==> config.mk <==
export PLATFORM = sky130hd
export DESIGN_NAME = nor_bus_front
export DESIGN_NICKNAME = d
export VERILOG_FILES = /design/src/rtl/nor_bus_pkg.sv /design/src/rtl/nor_sync.sv /design/src/rtl/nor_glitch_filter.sv /design/src/rtl/nor_reset_track.sv /design/src/rtl/nor_block_map.sv /design/src/rtl/nor_bus_front.sv
export SDC_FILE = /design/constraint.sdc
export NUM_CORES = 1
export LEC_CHECK = 0
export ABC_CLOCK_PERIOD_IN_PS = 1500
export BUFFER_PORTS_ARGS = -buffer_cell sky130_fd_sc_hd__buf_4
export CELL_PAD_IN_SITES_DETAIL_PLACEMENT = 2
export CELL_PAD_IN_SITES_GLOBAL_PLACEMENT = 2
export CORE_UTILIZATION = 35
export DETAILED_ROUTE_END_ITERATION = 16
export PLACE_DENSITY_LB_ADDON = 0.2
export SYNTH_ARGS = -nofsm -noshare
export SYNTH_HDL_FRONTEND = slang
export SYNTH_SLANG_ARGS = --single-unit
export TNS_END_PERCENT = 30
==> constraint.sdc <==
create_clock -name clk -period 1.5 [get_ports clk]
set_input_delay 0.45 -clock clk [delete_from_list [all_inputs] [get_ports clk]]
set_output_delay 0.45 -clock clk [all_outputs]
set_load 0.05 [all_outputs]
==> src/rtl/nor_bus_pkg.sv <==
package nor_bus_pkg;
   localparam logic [7:0] MFR_CODE = 8'h20;
   localparam logic [7:0] DEV_CODE_TOP = 8'hB0;
   localparam logic [7:0] DEV_CODE_BOT = 8'h34;

   typedef struct packed {
      logic [2:0] idx;
      logic [6:0] kb;
   } blk_info_t;
endpackage

==> src/rtl/nor_sync.sv <==
module nor_sync #(
   parameter int W = 1,
   parameter logic [W-1:0] INIT = '0
) (
   input  logic         clk,
   input  logic         rst_n,
   input  logic [W-1:0] d,
   output logic [W-1:0] q
);
   logic [W-1:0] meta;

   always_ff @(posedge clk or negedge rst_n) begin
      if (!rst_n) begin
         meta <= INIT;
         q    <= INIT;
      end else begin
         meta <= d;
         q    <= meta;
      end
   end
endmodule

==> src/rtl/nor_glitch_filter.sv <==
module nor_glitch_filter #(
   parameter int CYC = 3
) (
   input  logic clk,
   input  logic rst_n,
   input  logic din,
   output logic dout
);
   generate
      if (CYC < 0) begin : g_bad
         $error("nor_glitch_filter: CYC must not be negative");
      end
      if (CYC == 0) begin : g_pass
         assign dout = din;
      end else begin : g_filt
         localparam int CW = (CYC < 2) ? 1 : $clog2(CYC);
         logic [CW-1:0] cnt;
         logic          held;

         always_ff @(posedge clk or negedge rst_n) begin
            if (!rst_n) begin
               held <= 1'b1;
               cnt  <= '0;
            end else if (din == held) begin
               cnt <= '0;
            end else if (cnt == CW'(CYC - 1)) begin
               held <= din;
               cnt  <= '0;
            end else begin
               cnt <= cnt + 1'b1;
            end
         end
         assign dout = held;
      end
   endgenerate
endmodule

==> src/rtl/nor_reset_track.sv <==
module nor_reset_track #(
   parameter int RST_MIN = 8,
   parameter int REC_CYC = 12
) (
   input  logic clk,
   input  logic rst_n,
   input  logic rp_s,
   output logic in_rst
);
   localparam int LW = $clog2(RST_MIN + 1);
   localparam int RW = $clog2(REC_CYC + 1);

   logic [LW-1:0] lo_cnt;
   logic [RW-1:0] rec_cnt;

   generate
      if (RST_MIN < 1) begin : g_bad_min
         $error("nor_reset_track: RST_MIN must be at least 1");
      end
      if (REC_CYC < 1) begin : g_bad_rec
         $error("nor_reset_track: REC_CYC must be at least 1");
      end
   endgenerate

   always_ff @(posedge clk or negedge rst_n) begin
      if (!rst_n) begin
         lo_cnt  <= '0;
         rec_cnt <= '0;
         in_rst  <= 1'b0;
      end else if (!rp_s) begin
         rec_cnt <= '0;
         if (lo_cnt != LW'(RST_MIN)) lo_cnt <= lo_cnt + 1'b1;
         if (lo_cnt == LW'(RST_MIN - 1)) in_rst <= 1'b1;
      end else begin
         lo_cnt <= '0;
         if (in_rst) begin
            if (rec_cnt == RW'(REC_CYC - 1)) begin
               in_rst  <= 1'b0;
               rec_cnt <= '0;
            end else begin
               rec_cnt <= rec_cnt + 1'b1;
            end
         end
      end
   end
endmodule

==> src/rtl/nor_block_map.sv <==
module nor_block_map
   import nor_bus_pkg::*;
#(
   parameter bit BOOT_TOP = 1'b1
) (
   input  logic [17:0] a,
   output blk_info_t   info
);
   generate
      if (BOOT_TOP) begin : g_top
         always_comb begin
            if (a[17:16] != 2'b11) begin
               info = '{idx: {1'b0, a[17:16]}, kb: 7'd64};
            end else if (!a[15]) begin
               info = '{idx: 3'd3, kb: 7'd32};
            end else if (a[14]) begin
               info = '{idx: 3'd6, kb: 7'd16};
            end else begin
               info = '{idx: a[13] ? 3'd5 : 3'd4, kb: 7'd8};
            end
         end
      end else begin : g_bot
         always_comb begin
            if (a[17:16] != 2'b00) begin
               info = '{idx: 3'd3 + {1'b0, a[17:16]}, kb: 7'd64};
            end else if (a[15]) begin
               info = '{idx: 3'd3, kb: 7'd32};
            end else if (!a[14]) begin
               info = '{idx: 3'd0, kb: 7'd16};
            end else begin
               info = '{idx: a[13] ? 3'd2 : 3'd1, kb: 7'd8};
            end
         end
      end
   endgenerate
endmodule

==> src/rtl/nor_bus_front.sv <==
module nor_bus_front
   import nor_bus_pkg::*;
#(
   parameter int ADDR_W   = 18,
   parameter int DATA_W   = 8,
   parameter int FILT_CYC = 3,
   parameter int IDLE_CYC = 19,
   parameter int RST_MIN  = 8,
   parameter int REC_CYC  = 12,
   parameter bit BOOT_TOP = 1'b1
) (
   input  logic              clk,
   input  logic              rst_n,
   input  logic              ce_n,
   input  logic              oe_n,
   input  logic              we_n,
   input  logic              rp_n,
   input  logic [ADDR_W-1:0] addr,
   input  logic [DATA_W-1:0] dq_in,
   input  logic              a9_hv,
   input  logic              vlow,
   input  logic [DATA_W-1:0] arr_data,
   output logic [ADDR_W-1:0] arr_addr,
   output logic [DATA_W-1:0] dq_out,
   output logic              dq_oe,
   output logic              cmd_valid,
   output logic [ADDR_W-1:0] cmd_addr,
   output logic [DATA_W-1:0] cmd_data,
   output logic [2:0]        blk_idx,
   output logic [6:0]        blk_kb,
   output logic              standby,
   output logic              auto_standby,
   output logic              ready
);
   localparam int BUS_W = ADDR_W + DATA_W;
   localparam int ACT_W = BUS_W + 3;
   localparam int IW    = $clog2(IDLE_CYC + 1);
   localparam logic [DATA_W-1:0] DEV_CODE = BOOT_TOP ? DEV_CODE_TOP : DEV_CODE_BOT;

   generate
      if (ADDR_W != 18) begin : g_bad_aw
         $error("nor_bus_front: block map needs ADDR_W of 18");
      end
      if (DATA_W != 8) begin : g_bad_dw
         $error("nor_bus_front: identification codes need DATA_W of 8");
      end
      if (IDLE_CYC < 1) begin : g_bad_idle
         $error("nor_bus_front: IDLE_CYC must be at least 1");
      end
   endgenerate

   // synchronisers
   logic [5:0] ctl_s;
   logic [BUS_W-1:0] bus_s;
   logic ce_s, oe_s, we_s, rp_s, a9_s, lock_s;
   logic [ADDR_W-1:0] addr_s;
   logic [DATA_W-1:0] dq_s;

   nor_sync #(.W(6), .INIT(6'b111100)) u_ctl_sync (
      .clk(clk), .rst_n(rst_n),
      .d({ce_n, oe_n, we_n, rp_n, a9_hv, vlow}), .q(ctl_s));

   nor_sync #(.W(BUS_W), .INIT('0)) u_bus_sync (
      .clk(clk), .rst_n(rst_n), .d({addr, dq_in}), .q(bus_s));

   assign {ce_s, oe_s, we_s, rp_s, a9_s, lock_s} = ctl_s;
   assign {addr_s, dq_s} = bus_s;

   // strobe filters
   logic ce_f, we_f;

   nor_glitch_filter #(.CYC(FILT_CYC)) u_ce_filt (
      .clk(clk), .rst_n(rst_n), .din(ce_s), .dout(ce_f));

   nor_glitch_filter #(.CYC(FILT_CYC)) u_we_filt (
      .clk(clk), .rst_n(rst_n), .din(we_s), .dout(we_f));

   // hardware reset sequencing
   logic in_rst;

   nor_reset_track #(.RST_MIN(RST_MIN), .REC_CYC(REC_CYC)) u_rst (
      .clk(clk), .rst_n(rst_n), .rp_s(rp_s), .in_rst(in_rst));

   assign ready = !in_rst;

   // read path
   logic rd_act, id_sel;

   assign rd_act   = !ce_f && !oe_s && we_f && !in_rst;
   assign id_sel   = a9_s && !addr_s[1];
   assign arr_addr = addr_s;
   assign dq_oe    = rd_act;
   assign dq_out   = id_sel ? (addr_s[0] ? DEV_CODE : MFR_CODE) : arr_data;
   assign standby  = ce_f;

   // write path
   logic wr_act, wr_act_d, wr_start, wr_end, wr_bad;
   logic [ADDR_W-1:0] wr_addr;

   assign wr_act   = !ce_f && !we_f;
   assign wr_start = wr_act && !wr_act_d;
   assign wr_end   = !wr_act && wr_act_d;

   always_ff @(posedge clk or negedge rst_n) begin
      if (!rst_n) begin
         wr_act_d  <= 1'b0;
         wr_bad    <= 1'b0;
         wr_addr   <= '0;
         cmd_valid <= 1'b0;
         cmd_addr  <= '0;
         cmd_data  <= '0;
      end else begin
         wr_act_d  <= wr_act;
         cmd_valid <= 1'b0;
         if (wr_start) begin
            wr_addr <= addr_s;
            wr_bad  <= !oe_s || in_rst;
         end else if (wr_act && (!oe_s || in_rst)) begin
            wr_bad <= 1'b1;
         end
         if (wr_end && !wr_bad && !lock_s && !in_rst) begin
            cmd_valid <= 1'b1;
            cmd_addr  <= wr_addr;
            cmd_data  <= dq_s;
         end
      end
   end

   // block decode of the command address
   blk_info_t blk;

   nor_block_map #(.BOOT_TOP(BOOT_TOP)) u_map (.a(cmd_addr), .info(blk));

   assign blk_idx = blk.idx;
   assign blk_kb  = blk.kb;

   // automatic standby
   logic [ACT_W-1:0] act_vec, act_prev;
   logic [IW-1:0]    idle_cnt;

   assign act_vec = {ce_f, oe_s, we_f, bus_s};

   always_ff @(posedge clk or negedge rst_n) begin
      if (!rst_n) begin
         act_prev <= {3'b111, {BUS_W{1'b0}}};
         idle_cnt <= '0;
      end else begin
         act_prev <= act_vec;
         if (act_vec != act_prev) idle_cnt <= '0;
         else if (idle_cnt != IW'(IDLE_CYC)) idle_cnt <= idle_cnt + 1'b1;
      end
   end

   assign auto_standby = (idle_cnt == IW'(IDLE_CYC));
endmodule

# After elaboration in Yosys (flattened, before gate mapping)
# Cells that the tools add are included.
[word_totals]
in_bits = 42
reg_bits = 160
out_inout_bits = 67
[op_classes]
bitwise = 2
muxes = 24
n_reduce_logical = 27
n_eq_ne = 12
add_sub_neg = 5
[ops]
columns = ["operator", "count"]
rows = [
  ["$mux 10", 3],
  ["$ne 29x29->1", 1],
  ["$mux 4", 5],
  ["$mux 8", 2],
  ["$logic_and 1x1->1", 11],
  ["$mux 5", 2],
  ["$logic_not 1->1", 9],
  ["$add 4x1->4 const B", 2],
  ["$mux 1", 8],
  ["$mux 2", 4],
  ["$reduce_bool 2->1", 4],
  ["$add 5x1->5 const B", 1],
  ["$eq 5x5->1 const B", 1],
  ["$ne 5x5->1 const B", 1],
  ["$add 2x1->2 const B", 2],
  ["$eq 2x2->1 const B", 2],
  ["$eq 4x3->1 const B", 1],
  ["$eq 4x4->1 const B", 1],
  ["$ne 4x4->1 const B", 1],
  ["$reduce_and 2->1", 2],
  ["$eq 1x1->1", 2],
  ["$ne 2x1->1 const B", 1],
  ["$ne 2x2->1 const B", 1],
  ["$not 1->1", 2],
  ["$logic_or 1x1->1", 1],
]

# Logic depth before layout (Yosys ltp)
# Gate-level depths: netlist (run 1).
[logic_depth]
ltp_word = 8
mapped_depth = 6
depth_no_buf = 6

# Modules after synthesis
# Synthesis (run 1) repeated with hierarchy kept, for this count alone.
[unflattened]
cells_unflattened = 348
hier_area_um2 = 5606.6
[modules_own_cells]
columns = ["module", "seq_area_each_um2", "n_inst", "cells_per_inst", "area_per_inst_um2"]
rows = [
  ["nor_bus_front", 2030.7, 1, 205, 3196.8],
  ["nor_sync at u_bus_sync", 1301.2, 1, 52, 1301.2],
  ["nor_reset_track", 225.2, 1, 48, 466.7],
  ["nor_sync at u_ctl_sync", 310.3, 1, 12, 310.3],
  ["nor_glitch_filter", 76.3, 2, 8, 126.4],
  ["nor_block_map", 0.0, 1, 15, 78.8],
]

# Least setup slack after synthesis (run 1)
# Ideal clock, no wire load.
[synth_path]
path_kind = "flip-flop to output port"
from = "reg u_ce_filt.g_filt.held, in the netlist u_ce_filt.dout"
to = "out dq_oe"
setup_slack_ps = -1235
t_arrival_ps = 2285
required_time_ps = 1050
path_stages_with_launch = 3
path_cell_list = "dfstp_2 buf_6 nor4b_1"
[synth_via]
elab_chain_len = 4
[synth_rtl]
columns = ["element", "line", "rtl"]
rows = [
  ["start: declaration", "nor_glitch_filter.sv:18", "logic held;"],
  ["start signal: assignment", "nor_glitch_filter.sv:27", "held <= din;"],
  ["$logic_not 1->1", "nor_bus_front.sv:89", "assign rd_act = !ce_f && !oe_s && we_f && !in_rst;"],
  ["$logic_and 1x1->1 (3 in series)", "nor_bus_front.sv:89", ""],
  ["end: declaration", "nor_bus_front.sv:25", "output logic dq_oe,"],
]
# No other way between the ends.

# Worst setup path in the final report (run 1)
[layout_path]
from = "reg u_bus_sync.q[9]"
to = "out dq_out[7]"
[layout_via]
elab_chain_len = 3
[layout_rtl]
columns = ["element", "line", "rtl"]
rows = [
  ["start: declaration", "nor_sync.sv:8", "output logic [W-1:0] q"],
  ["start signal: assignment", "nor_sync.sv:18", "q <= meta;"],
  ["$logic_not 1->1", "nor_bus_front.sv:90", "assign id_sel = a9_s && !addr_s[1];"],
  ["$logic_and 1x1->1", "nor_bus_front.sv:90", ""],
  ["$mux 8", "nor_bus_front.sv:93", "assign dq_out = id_sel ? (addr_s[0] ? DEV_CODE : MFR_CODE) : arr_data;"],
  ["end: declaration", "nor_bus_front.sv:24", "output logic [DATA_W-1:0] dq_out,"],
]
# No other way between the ends.

==> insert_results.sql, run 1 <==
INSERT INTO impl_metrics (metric_group, metric, value, unit) VALUES
('clocking', 'tritoncts.num_buffers', '17', ''),
('worst_setup_path', 'cpPeakStageDelay', '0.40', 'ns'),
('flow_run', 'cap_viol_max_count', '0', ''),
('global_route', 'grt_util_met3', '4.51', '%'),
('clocking', 'cts.root.buffer_cell', 'sky130_fd_sc_hd__clkbuf_16', ''),
('worst_setup_path', 'worst-path-max-fanout', '3', ''),
('synthesis', 'synth_top_flop_cell', 'sky130_fd_sc_hd__dfrtp_1', ''),
('power_and_ir_drop', 'switching_share', '32.5', '%'),
('worst_setup_path', 'cp-startpoint', 'u_bus_sync.q[9]$_DFF_PN0_', ''),
('clocking', 'clock_insertion_delay_worst_skew', '0.42', 'ns'),
('cells_and_area', 'multi_input_comb_area', '0.00176', 'mm2'),
('cells_and_area', 'nNetsFinal', '571', ''),
('worst_setup_path', 'endpoint', 'dq_out[7]', ''),
('synthesis', 'seq_area_frac_synth', '69.7', '%'),
('worst_setup_path', 'crit_top_cell', 'sky130_fd_sc_hd__buf_6', ''),
('worst_hold_path', 'timing.hold.worst.class', 'in -> reg', ''),
('route', 'drcViolationCount', '0', ''),
('power_and_ir_drop', 'combinationalPowerShare', '31.6', '%'),
('global_route', 'grt_first_pass_wirelength', '21.9', 'mm'),
('placement', 'port_buffers', '105', ''),
('synthesis', 'synth-async-reset-ratio', '100', '%'),
('route', 'routed_wire_length_per_instance', '18.8', 'um'),
('worst_setup_path', 'reg2reg_to', 'idle_cnt[2]$_DFFE_PN0P_', ''),
('cells_and_area', 'n_antenna_cell', '0', ''),
('global_route', 'grt.overflow.total', '0', ''),
('cells_and_area', 'stdcell_area', '0.00835', 'mm2'),
('synthesis', 'synth.cell_area', '0.00577', 'mm2'),
('worst_setup_path', 'critPathCaptureType', 'output port', ''),
('sta', 'setup_ws', '-0.396', 'ns'),
('sta', 'layout_worst_path_cycle_share', '126', '%'),
('power_and_ir_drop', 'cellInternalPower', '10.1', 'mW'),
('status', 'failing_checks', 'setup timing', ''),
('floorplanning', 'initial_core_util', '36.0', '%'),
('clocking', 'clock-sinks', '160', ''),
('floorplanning', 'placement_row_count', '46', ''),
('route', 'totalWireLength', '14.1', 'mm'),
('worst_setup_path', 'rrSetupSlack', '-0.24', 'ns'),
('sta', 'fin_tns_setup', '-10.74', 'ns'),
('synthesis', 'ys_types', '37', ''),
('sta', 'finalCriticalPeriod', '1.90', 'ns'),
('sta', 'setup_violations', '70', ''),
('floorplanning', 'boundaryPins', '109', ''),
('power_and_ir_drop', 'power_per_cell_area', '1790', 'mW/mm2'),
('cells_and_area', 'layout-drive-gt1-share', '56.3', '%'),
('route', 'drt_pass1_iterations', '4', ''),
('cells_and_area', 'final_common_cell', 'sky130_fd_sc_hd__dfrtp_1', ''),
('global_route', 'antenna_found_initial', '0', ''),
('worst_setup_path', 'critical-path-top-delay-family', 'flip-flops', ''),
('placement', 'place_inst', '701', ''),
('synthesis', 'postSynthRegisterBits', '160', ''),
('floorplanning', 'fp.dieH', '130', 'um'),
('global_route', 'grt_start_max_net_pins', '49', ''),
('power_and_ir_drop', 'power.sequential.fraction', '38.8', '%'),
('sta', 'final.setup_skew', '0.0114', 'ns'),
('sta', 'fmax', '527', 'MHz'),
('status', 'status', 'finished with violations', ''),
('cells_and_area', 'stdcell_count', '754', ''),
('power_and_ir_drop', 'p_sw', '4.86', 'mW'),
('cells_and_area', 'post-route-util', '52.2', '%'),
('floorplanning', 'die_area', '0.0170', 'mm2'),
('global_route', 'gr-max-usage-layer', 'met2', ''),
('worst_setup_path', 'reg2reg_depth', '6', ''),
('worst_setup_path', 'start_kind', 'register', ''),
('cells_and_area', 'sequential_standard_cell_area', '0.00404', 'mm2'),
('route', 'route.vias.total', '3373', ''),
('synthesis', 'synth.avg_cell_area', '15.7', 'um2'),
('placement', 'post-dp-hpwl', '9.00', 'mm'),
('power_and_ir_drop', 'power.ir.vdd_worst', '1.07', 'mV'),
('worst_setup_path', 'worst-path-buf-inv', '2', ''),
('global_route', 'gr-usage-all-layers', '17.9', '%'),
('global_route', 'first_global_vias', '4015', '');
==> how the worst min path moves through the flow <==
stage | slack, ns | endpoint | from | cells after the start
2_1_floorplan | 0.15 | act_prev[0]$_DFF_PN0_ | rst_n | 0
3_3_place_gp | 0.31 | cmd_addr[2]$_DFFE_PN0P_ | rst_n | 1
3_5_place_dp | 0.31 | cmd_addr[1]$_DFFE_PN0P_ | rst_n | 1
4_1_cts | 0.11 | u_bus_sync.meta[21]$_DFF_PN0_ | addr[13] | 1
5_1_grt | 0.11 | u_bus_sync.meta[21]$_DFF_PN0_ | addr[13] | 1
6_report | 0.13 | u_ctl_sync.meta[3]$_DFF_PN1_ | we_n | 1
==> synthesized netlist by cell type, types with 2 or more instances <==
cell type	n	area share, %
sky130_fd_sc_hd__a21oi_1	2	0.17
sky130_fd_sc_hd__a31oi_1	3	0.33
sky130_fd_sc_hd__and2_1	9	0.98
sky130_fd_sc_hd__buf_4	21	2.7
sky130_fd_sc_hd__buf_6	5	0.98
sky130_fd_sc_hd__dfrtp_1	147	64
sky130_fd_sc_hd__dfstp_2	13	5.9
sky130_fd_sc_hd__ha_1	4	0.87
sky130_fd_sc_hd__inv_1	10	0.65
sky130_fd_sc_hd__mux2_2	27	5.3
sky130_fd_sc_hd__mux2_4	19	4.9
sky130_fd_sc_hd__mux2i_1	4	0.69
sky130_fd_sc_hd__nand2_1	12	0.78
sky130_fd_sc_hd__nand2b_1	3	0.33
sky130_fd_sc_hd__nand3_1	3	0.26
sky130_fd_sc_hd__nand3b_1	3	0.39
sky130_fd_sc_hd__nand4_1	2	0.22
sky130_fd_sc_hd__nor2_1	5	0.33
sky130_fd_sc_hd__nor2b_1	4	0.43
sky130_fd_sc_hd__nor3_1	9	0.78
sky130_fd_sc_hd__nor3_4	2	0.56
sky130_fd_sc_hd__nor3b_1	2	0.26
sky130_fd_sc_hd__nor4_1	5	0.54
sky130_fd_sc_hd__nor4_2	2	0.43
sky130_fd_sc_hd__o21ai_0	5	0.43
sky130_fd_sc_hd__xnor2_1	5	0.76
sky130_fd_sc_hd__xor2_1	32	4.9
==> layer usage <==
| metal | wire length [um] | up-vias |
|---|---|---|
| met5 | 0 | - |
| met4 | 198 | 0 |
| met3 | 496 | 15 |
| met2 | 7770 | 69 |
| met1 | 5680 | 1782 |
| li1 | - | 1507 |
==> area by class of cell <==
type | count | share of cell area [%]
clock buffers | 20 | 5.35
repair buffers | 164 | 19.5
well taps | 216 | 3.23
flip-flops and latches | 160 | 48.3
inverters | 10 | 0.539
multi-input cells | 172 | 21.1
clock inverters | 12 | 1.90
==> power groups by stage <==
stage | combinational [mW] | sequential, mW | clock (mW)
5_1_grt | 4.98 | 5.90 | 4.70
6_report | 4.72 | 5.80 | 4.42
2_1_floorplan | 1.68 | 6.75 | 0
3_5_place_dp | 3.92 | 5.85 | 0
3_3_place_gp | 3.81 | 5.78 | 0
4_1_cts | 4.48 | 5.76 | 4.53
==> sequential cells by signal (all words and copies together), names as in the netlist, 4 cells and up <==
register,cells
u_rst.rec_cnt,4
cmd_addr,18
cmd_data,8
act_prev,29
idle_cnt,5
u_ctl_sync.q,6
u_rst.lo_cnt,4
u_ctl_sync.meta,6
wr_addr,18
u_bus_sync.q,26
u_bus_sync.meta,26
==> kinds of logic after synthesis <==
| kind of cell | after synthesis | synth area share (%) |
|---|---|---|
| DFF | 160 | 69.7 |
| and+or+nand+nor | 67 | 7.25 |
| muxes | 50 | 10.9 |
| buffers and inverters | 38 | 4.51 |
| xor gates and xnor gates | 37 | 5.62 |
| AOI/OAI and AO/OA | 11 | 1.06 |
| adders and majority gates | 4 | 0.868 |
| other | 1 | 0.0650 |
==> timing repair <==
action	4_1_cts	5_1_grt
setup endpoints to repair	75	92
setup buffers	10	11
pin swaps	18	11
hold buffers	1	0
hold endpoints to repair	14	0
gates resized for setup	96	39
==> through the flow <==
step	total power, mW	hold slack, ns
after global placement	9.59	0.308
after floorplan	8.42	0.154
after detailed placement	9.77	0.308
after CTS	14.8	0.108
final	14.9	0.132
after global routing	15.6	0.110
==> worst register-to-register path, cell delays in order (launching register included) <==
cell and delay [ns]:
sky130_fd_sc_hd__dfrtp_1 0.40, sky130_fd_sc_hd__buf_4 0.14, sky130_fd_sc_hd__buf_4 0.14, sky130_fd_sc_hd__xor2_2 0.14
sky130_fd_sc_hd__nor4_2 0.22, sky130_fd_sc_hd__nand4_1 0.26, sky130_fd_sc_hd__nor4_2 0.33
(Power assumes the default switching activity.)
==> inputs of run 2 (changes only) <==
--- a/config.mk
+++ b/config.mk
@@ -5,13 +5,14 @@
 export SDC_FILE = /design/constraint.sdc
 export NUM_CORES = 1
 export LEC_CHECK = 0
-export ABC_CLOCK_PERIOD_IN_PS = 1500
+export ABC_CLOCK_PERIOD_IN_PS = 2270
 export BUFFER_PORTS_ARGS = -buffer_cell sky130_fd_sc_hd__buf_4
 export CELL_PAD_IN_SITES_DETAIL_PLACEMENT = 2
 export CELL_PAD_IN_SITES_GLOBAL_PLACEMENT = 2
 export CORE_UTILIZATION = 35
 export DETAILED_ROUTE_END_ITERATION = 16
-export PLACE_DENSITY_LB_ADDON = 0.2
+export PLACE_DENSITY_LB_ADDON = 0.12
+export SKIP_LAST_GASP = 1
 export SYNTH_ARGS = -nofsm -noshare
 export SYNTH_HDL_FRONTEND = slang
 export SYNTH_SLANG_ARGS = --single-unit
==> constraint.sdc (replaced) <==
create_clock -name clk -period 2.27 [get_ports clk]
set_input_delay 0.681 -clock clk [delete_from_list [all_inputs] [get_ports clk]]
set_output_delay 0.681 -clock clk [all_outputs]
set_load 0.05 [all_outputs]
==> run 2 against run 1 <==
  * Setup slack gained 0.43 ns
  * The flow now finishes without violations
  * Largest cell class unchanged
  * Largest power group unchanged
  * First-iteration DRC count grew 3.2%
  * Sequential share of layout area grew 5.9 points
  * Die area is the same
  * Clock-buffer cell count is the same
  * Clock power shrank 34%
  * Critical path type unchanged
  * Critical endpoint is now auto_standby
  * Sequential cell count is the same
==> insert_results.sql, run 2 (synthesized netlist as in run 1, its figures left out) <==
INSERT INTO impl_metrics (metric_group, metric, value, unit) VALUES
('status', 'status', 'finished, final reports clean', ''),
('cells_and_area', 'final_common_cell', 'sky130_fd_sc_hd__dfrtp_1', ''),
('placement', 'pre_cts_ws', '0.368', 'ns'),
('cells_and_area', 'multi_input_comb_area', '0.00154', 'mm2'),
('route', 'drcViolationCount', '0', ''),
('sta', 'fin_tns_setup', '0', 'ns'),
('flow_run', 'cap_viol_max_count', '0', ''),
('sta', 'final.setup_skew', '0.0104', 'ns'),
('sta', 'finalCriticalPeriod', '2.23', 'ns'),
('cells_and_area', 'area_growth', '28.6', '%'),
('sta', 'rsz0062_at_grt', 'true', ''),
('route', 'route.vias.total', '3137', ''),
('cells_and_area', 'mostFrequentLayoutCells', 'sky130_fd_sc_hd__dfrtp_1 (144), sky130_fd_sc_hd__buf_4 (111), sky130_fd_sc_hd__xor2_1 (32), sky130_fd_sc_hd__mux2_2 (27), sky130_fd_sc_hd__mux2_4 (19)', ''),
('sta', 'layout_worst_path_cycle_share', '98.4', '%'),
('clocking', 'clock_tree_from_tritoncts', 'done', ''),
('worst_setup_path', 'worst-path-buf-inv', '1', ''),
('worst_setup_path', 'slowest_stage_cell_on_the_critical_path', 'sky130_fd_sc_hd__dfrtp_1', ''),
('worst_setup_path', 'worst-endpoint-required', '1.59', 'ns'),
('cells_and_area', 'stdcell_area', '0.00742', 'mm2'),
('sta', 'fmax', '448', 'MHz'),
('global_route', 'grt_first_pass_wirelength', '19.8', 'mm'),
('global_route', 'first_global_vias', '3590', ''),
('clocking', 'tritoncts.num_buffers', '17', ''),
('worst_setup_path', 'start_kind', 'register', ''),
('clocking', 'clock_tree.buffer_depth', '2', ''),
('placement', 'post-dp-hpwl', '8.37', 'mm'),
('worst_setup_path', 'worst-path-max-fanout', '3', ''),
('route', 'routed_wire_length_per_instance', '17.6', 'um'),
('worst_setup_path', 'path_class', 'reg -> out', ''),
('route', 'drt-initial-drc-count', '96', ''),
('cells_and_area', 'largest_register_ffs', '29', ''),
('floorplanning', 'fp.dieH', '130', 'um'),
('worst_setup_path', 'critical-path-top-delay-family', 'flip-flops', ''),
('worst_setup_path', 'critPathArrivalTime', '1.55', 'ns'),
('sta', 'hold_violations', '0', ''),
('floorplanning', 'design.core.area', '0.0160', 'mm2'),
('clocking', 'cts.root.buffer_cell', 'sky130_fd_sc_hd__clkbuf_16', ''),
('worst_setup_path', 'cpPeakStageDelay', '0.42', 'ns'),
('cells_and_area', 'post-route-util', '46.4', '%'),
('power_and_ir_drop', 'power.ir.vdd_worst', '0.729', 'mV'),
('global_route', 'grt.overflow.total', '0', ''),
('global_route', 'antenna_found_initial', '0', ''),
('cells_and_area', 'n_fill_cell', '1566', ''),
('route', 'final_antenna_net_count', '0', ''),
('floorplanning', 'boundaryPins', '109', ''),
('cells_and_area', 'largest_registers_ranked_by_flip_flop_count', 'act_prev x29, u_bus_sync.meta x26, u_bus_sync.q x26', ''),
('placement', 'final_gp_congestion', '0.671', ''),
('cells_and_area', 'largest_register', 'act_prev', ''),
('route', 'drt_pass1_iterations', '4', ''),
('clocking', 'clock_pin_transition_on_the_worst_setup_and_hold_timing_paths', '0.06', 'ns'),
('floorplanning', 'placement_row_count', '46', ''),
('cells_and_area', 'n_antenna_cell', '0', ''),
('floorplanning', 'die_area', '0.0170', 'mm2'),
('worst_hold_path', 'timing.hold.worst.class', 'in -> async', ''),
('clocking', 'clock-sinks', '160', ''),
('placement', 'postPlaceCellArea', '0.00673', 'mm2'),
('route', 'avgViaCountPerCell', '4.44', ''),
('clocking', 'clock_insertion_delay_worst_skew', '0.42', 'ns'),
('worst_setup_path', 'critPathCaptureType', 'output port', ''),
('placement', 'port_buffers', '105', ''),
('cells_and_area', 'layout-drive-gt1-share', '45.4', '%'),
('sta', 'setup_violations', '0', ''),
('sta', 'setup_ws', '0.0366', 'ns'),
('cells_and_area', 'sequential_standard_cell_area', '0.00402', 'mm2'),
('global_route', 'grt_start_max_net_pins', '57', ''),
('floorplanning', 'initial_core_util', '36.0', '%'),
('route', 'totalWireLength', '12.5', 'mm'),
('cells_and_area', 'nNetsFinal', '524', ''),
('power_and_ir_drop', 'power.static_leakage', '3.51', 'nW'),
('worst_setup_path', 'critical_path.cell_chain', 'ha_4 -> nand2_1 -> nor3_4 -> buf_6', ''),
('sta', 'final-max-slew-violation-count', '0', ''),
('global_route', 'gr-usage-all-layers', '16.1', '%'),
('floorplanning', 'die_width', '130', 'um'),
('clocking', 'clock_tree.htree_level_count', '4', ''),
('power_and_ir_drop', 'power_per_cell_area', '1230', 'mW/mm2');
==> run 2: changes by cell type in the layout (fill, tap and decap cells not counted), moves of 5 or more <==
cell,previous run,this run
sky130_fd_sc_hd__buf_8,21,0
sky130_fd_sc_hd__dfrtp_1,137,144
sky130_fd_sc_hd__mux2_2,11,27
sky130_fd_sc_hd__buf_4,92,111
sky130_fd_sc_hd__mux2_4,35,19
sky130_fd_sc_hd__and2_1,2,9
sky130_fd_sc_hd__buf_6,44,2
sky130_fd_sc_hd__dfrtp_2,8,3
sky130_fd_sc_hd__and2_4,7,0
==> run 2: report_power, final <==
group,switching [mW],internal (mW),total [mW]
sequential,0.430,3.42,3.85
clock,1.14,1.79,2.93
combinational,1.36,0.949,2.31
total,2.93,6.16,9.09
==> run 2: repair_timing <==
action                                  in CTS  in global routing
setup buffers                                0                  5
resized for setup                            3                  6
hold buffers                                 0                  0
endpoints found under the setup margin       7                 11
pin swaps                                    0                  2
endpoints found under the hold margin        0                  0
==> run 2: area by class of cell <==
type / instances / share of cell area, %
timing repair buffer: 117 / 12.6
tap: 216 / 3.64
clock buffer: 20 / 6.16
sequential: 160 / 54.3
multi-input combinational: 172 / 20.7
clock inverter: 12 / 2.13
inverter: 10 / 0.506
==> run 2: final timing paths <==
check	to	slack (ns)	start	depth (start not counted)
worst max-delay path	auto_standby	0.04	idle_cnt[1]$_DFFE_PN0P_	4
worst min-delay path	u_bus_sync.q[8]$_DFF_PN0_	0.19	rst_n	1
worst max register to register	cmd_addr[10]$_DFFE_PN0P_	0.40	u_ce_filt.dout$_DFFE_PN1P_	5
worst min register to register	u_bus_sync.q[20]$_DFF_PN0_	0.34	u_bus_sync.meta[20]$_DFF_PN0_	0
max in group asynchronous	act_prev[27]$_DFF_PN1_	1.40	rst_n	2
min in group clk	u_bus_sync.q[20]$_DFF_PN0_	0.34	u_bus_sync.meta[20]$_DFF_PN0_	0
==> run 2: per-stage QoR <==
stage               hold WS [ns]  instances  total power, mW
detailed placement         0.336        670             6.25
CTS                        0.192        702             9.25
floorplan                  0.331        370             5.46
global placement           0.332        670             6.15
global route               0.200        707             9.51
finish                     0.192        707             9.09
==> run 2: routing by layer <==
layer  track usage [%]  share of wire [%]  vias to the layer above
li1                  -                  -                     1426
met1              19.2                 41                     1644
met2              27.7                 54                       52
met3              5.00                3.7                       15
met4              5.48                1.2                        0
met5                 0                  0                        -
==> run 2: worst reg2reg max path, delay by kind of cell (launching register included) <==
family / cells / cell delay [ns]
flops: 1 / 0.65
simple gates: 3 / 0.51
mux: 1 / 0.31
buf+inv: 1 / 0.28
==> inputs of run 3 (changes only) <==
--- a/config.mk
+++ b/config.mk
@@ -12,6 +12,7 @@
 export CORE_UTILIZATION = 35
 export DETAILED_ROUTE_END_ITERATION = 16
 export PLACE_DENSITY_LB_ADDON = 0.12
+export REMOVE_ABC_BUFFERS = 1
 export SKIP_LAST_GASP = 1
 export SYNTH_ARGS = -nofsm -noshare
 export SYNTH_HDL_FRONTEND = slang
==> run 3 against run 2 <==
  * Sequential power about the same
  * Hold slack worse by 0.0048 ns
  * Core utilization decreased by 0.50 points
  * Die area unchanged
  * Non-clock buffer count is 3 lower
  * Wire length down 5.8%
  * Cell count shrank 0.42%
  * Critical path depth fell by 2
  * Power down 0.81%
  * Critical path type unchanged
  * Critical endpoint is now dq_oe
  * Largest power group unchanged
==> insert_results.sql, run 3 (synthesized netlist as in run 1, its figures left out) <==
INSERT INTO impl_metrics (metric_group, metric, value, unit) VALUES
('floorplanning', 'die_area', '0.0170', 'mm2'),
('power_and_ir_drop', 'cellInternalPower', '6.17', 'mW'),
('floorplanning', 'placement_row_count', '46', ''),
('sta', 'fmax', '458', 'MHz'),
('cells_and_area', 'mostFrequentLayoutCells', 'sky130_fd_sc_hd__dfrtp_1 (147), sky130_fd_sc_hd__buf_4 (110), sky130_fd_sc_hd__xor2_1 (32), sky130_fd_sc_hd__mux2_2 (27), sky130_fd_sc_hd__mux2_4 (19)', ''),
('sta', 'finalCriticalPeriod', '2.18', 'ns'),
('cells_and_area', 'stdcell_area', '0.00734', 'mm2'),
('worst_setup_path', 'path_class', 'reg -> out', ''),
('worst_setup_path', 'critPathArrivalTime', '1.50', 'ns'),
('global_route', 'grt_start_max_net_pins', '44', ''),
('floorplanning', 'initial_core_util', '36.0', '%'),
('floorplanning', 'fp.dieH', '130', 'um'),
('sta', 'setup_violations', '0', ''),
('placement', 'final_gp_congestion', '0.638', ''),
('global_route', 'grt_first_pass_wirelength', '18.9', 'mm'),
('power_and_ir_drop', 'power_per_cell_area', '1230', 'mW/mm2'),
('power_and_ir_drop', 'switching_share', '31.6', '%'),
('worst_setup_path', 'critPathCaptureType', 'output port', ''),
('global_route', 'antenna_found_initial', '0', ''),
('worst_setup_path', 'start_kind', 'register', ''),
('flow_run', 'cap_viol_max_count', '0', ''),
('route', 'drt-initial-drc-count', '55', ''),
('global_route', 'first_global_vias', '3457', ''),
('power_and_ir_drop', 'p_sw', '2.85', 'mW'),
('power_and_ir_drop', 'totalPowerFinal', '9.01', 'mW'),
('route', 'totalWireLength', '11.7', 'mm'),
('clocking', 'tritoncts.num_buffers', '17', ''),
('clocking', 'clock_insertion_delay_worst_skew', '0.41', 'ns'),
('global_route', 'gr-usage-all-layers', '15.2', '%'),
('cells_and_area', 'n_antenna_cell', '0', ''),
('clocking', 'clock-sinks', '160', ''),
('worst_setup_path', 'worst-endpoint-required', '1.59', 'ns'),
('route', 'drcViolationCount', '0', ''),
('clocking', 'clock_tree_from_tritoncts', 'done', ''),
('clocking', 'cts.root.buffer_cell', 'sky130_fd_sc_hd__clkbuf_16', ''),
('sta', 'final.setup_skew', '0.0116', 'ns'),
('cells_and_area', 'largest_registers_ranked_by_flip_flop_count', 'act_prev x29, u_bus_sync.meta x26, u_bus_sync.q x26', ''),
('power_and_ir_drop', 'power.ir.vdd_worst', '0.592', 'mV'),
('sta', 'fin_tns_setup', '0', 'ns'),
('worst_hold_path', 'timing.hold.worst.class', 'in -> async', ''),
('cells_and_area', 'largest_register', 'act_prev', ''),
('clocking', 'clock_pin_transition_on_the_worst_setup_and_hold_timing_paths', '0.06', 'ns'),
('floorplanning', 'boundaryPins', '109', ''),
('worst_setup_path', 'worst-path-max-fanout', '7', ''),
('power_and_ir_drop', 'power.static_leakage', '3.52', 'nW'),
('route', 'drt_pass1_iterations', '3', ''),
('floorplanning', 'die_width', '130', 'um'),
('clocking', 'clock_tree.htree_level_count', '4', ''),
('cells_and_area', 'nNetsFinal', '521', ''),
('floorplanning', 'design.core.area', '0.0160', 'mm2'),
('power_and_ir_drop', 'combinationalPowerShare', '25.6', '%'),
('sta', 'rsz0062_at_grt', 'true', ''),
('global_route', 'grt.overflow.total', '0', ''),
('cells_and_area', 'largest_register_ffs', '29', ''),
('route', 'avgViaCountPerCell', '4.46', ''),
('cells_and_area', 'layout-drive-gt1-share', '43.0', '%'),
('cells_and_area', 'area_growth', '27.2', '%'),
('route', 'route.vias.total', '3141', ''),
('placement', 'port_buffers', '105', ''),
('route', 'routed_wire_length_per_instance', '16.7', 'um'),
('placement', 'post-dp-hpwl', '8.09', 'mm'),
('route', 'final_antenna_net_count', '0', ''),
('sta', 'layout_worst_path_cycle_share', '96.2', '%'),
('sta', 'final-max-slew-violation-count', '0', ''),
('sta', 'worst_hold_slack', '0.187', 'ns'),
('power_and_ir_drop', 'power.sequential.fraction', '42.4', '%'),
('power_and_ir_drop', 'power_frac_clock', '32.0', '%'),
('status', 'status', 'finished, final reports clean', ''),
('placement', 'postPlaceCellArea', '0.00672', 'mm2'),
('clocking', 'clock_tree.buffer_depth', '2', ''),
('cells_and_area', 'final_common_cell', 'sky130_fd_sc_hd__dfrtp_1', ''),
('sta', 'hold_violations', '0', '');
[run 3: changes by cell type in the layout (fill, tap and decap cells not counted), sizes merged]
| cell | previous run | this run |
|---|---|---|
| buf | 117 | 114 |
| inv | 11 | 10 |
| clkbuf | 20 | 25 |
| clkinvlp | 6 | 0 |
| clkinv | 2 | 4 |
[run 3: critical path, stage by stage (launching register included)]
cell and delay, ns:
sky130_fd_sc_hd__dfstp_2 0.63, sky130_fd_sc_hd__nor4b_4 0.23, sky130_fd_sc_hd__buf_4 0.24
[run 3: power groups by stage]
stage / Sequential, mW / Clock, mW / Combinational [mW]
after floorplan: 4.50 / 0 / 0.865
after global placement: 3.84 / 0 / 2.28
after detailed placement: 3.88 / 0 / 2.34
after CTS: 3.84 / 2.99 / 2.35
after global routing: 3.90 / 3.10 / 2.45
final: 3.82 / 2.88 / 2.31
[run 3: metal layers]
layer,vias up,share of wire (%),track usage [%]
li1,1411,-,-
met1,1657,42,19.1
met2,65,53,25.4
met3,8,3.6,4.14
met4,0,0.95,5.48
met5,-,0,0
[run 3: metrics by stage]
step | cells | utilization (%) | setup WS, ns
floorplan | 342 | - | -0.648
global placement | 672 | 42.0 | 0.422
CTS | 704 | 45.8 | -0.0117
detailed placement | 672 | 42.0 | 0.382
global route | 704 | 45.9 | -0.0154
finish | 704 | 45.9 | 0.0864
[run 3: what timing repair did]
item	4_1_cts	5_1_grt
setup buffers	0	0
resized for setup	1	3
pin swaps	0	0
setup endpoints to repair	6	10
gates cloned	0	0
hold buffers	0	0
[run 3: area by class of cell]
| type | instances | area [um2] |
|---|---|---|
| Tap cell | 216 | 270 |
| Clock buffer | 25 | 485 |
| Inverter | 10 | 37.5 |
| Sequential cell | 160 | 4020 |
| Multi-Input combinational cell | 172 | 1520 |
| Timing Repair Buffer | 114 | 897 |
| Fill cell | 1570 | 8660 |
| Clock inverter | 7 | 110 |
[run 3: path summary, 6_finish.rpt]
path | start | end | slack [ns] | cells after the start
setup / recovery | u_we_filt.dout$_DFFE_PN1P_ | dq_oe | 0.09 | 2
hold / removal | rst_n | cmd_addr[9]$_DFFE_PN0P_ | 0.19 | 1
setup reg to reg | u_ce_filt.dout$_DFFE_PN1P_ | cmd_data[1]$_DFFE_PN0P_ | 0.36 | 5
hold reg to reg | u_bus_sync.meta[10]$_DFF_PN0_ | u_bus_sync.q[10]$_DFF_PN0_ | 0.35 | 0
max in group asynchronous | rst_n | cmd_data[6]$_DFFE_PN0P_ | 1.46 | 2
min in group clk | u_bus_sync.meta[10]$_DFF_PN0_ | u_bus_sync.q[10]$_DFF_PN0_ | 0.35 | 0
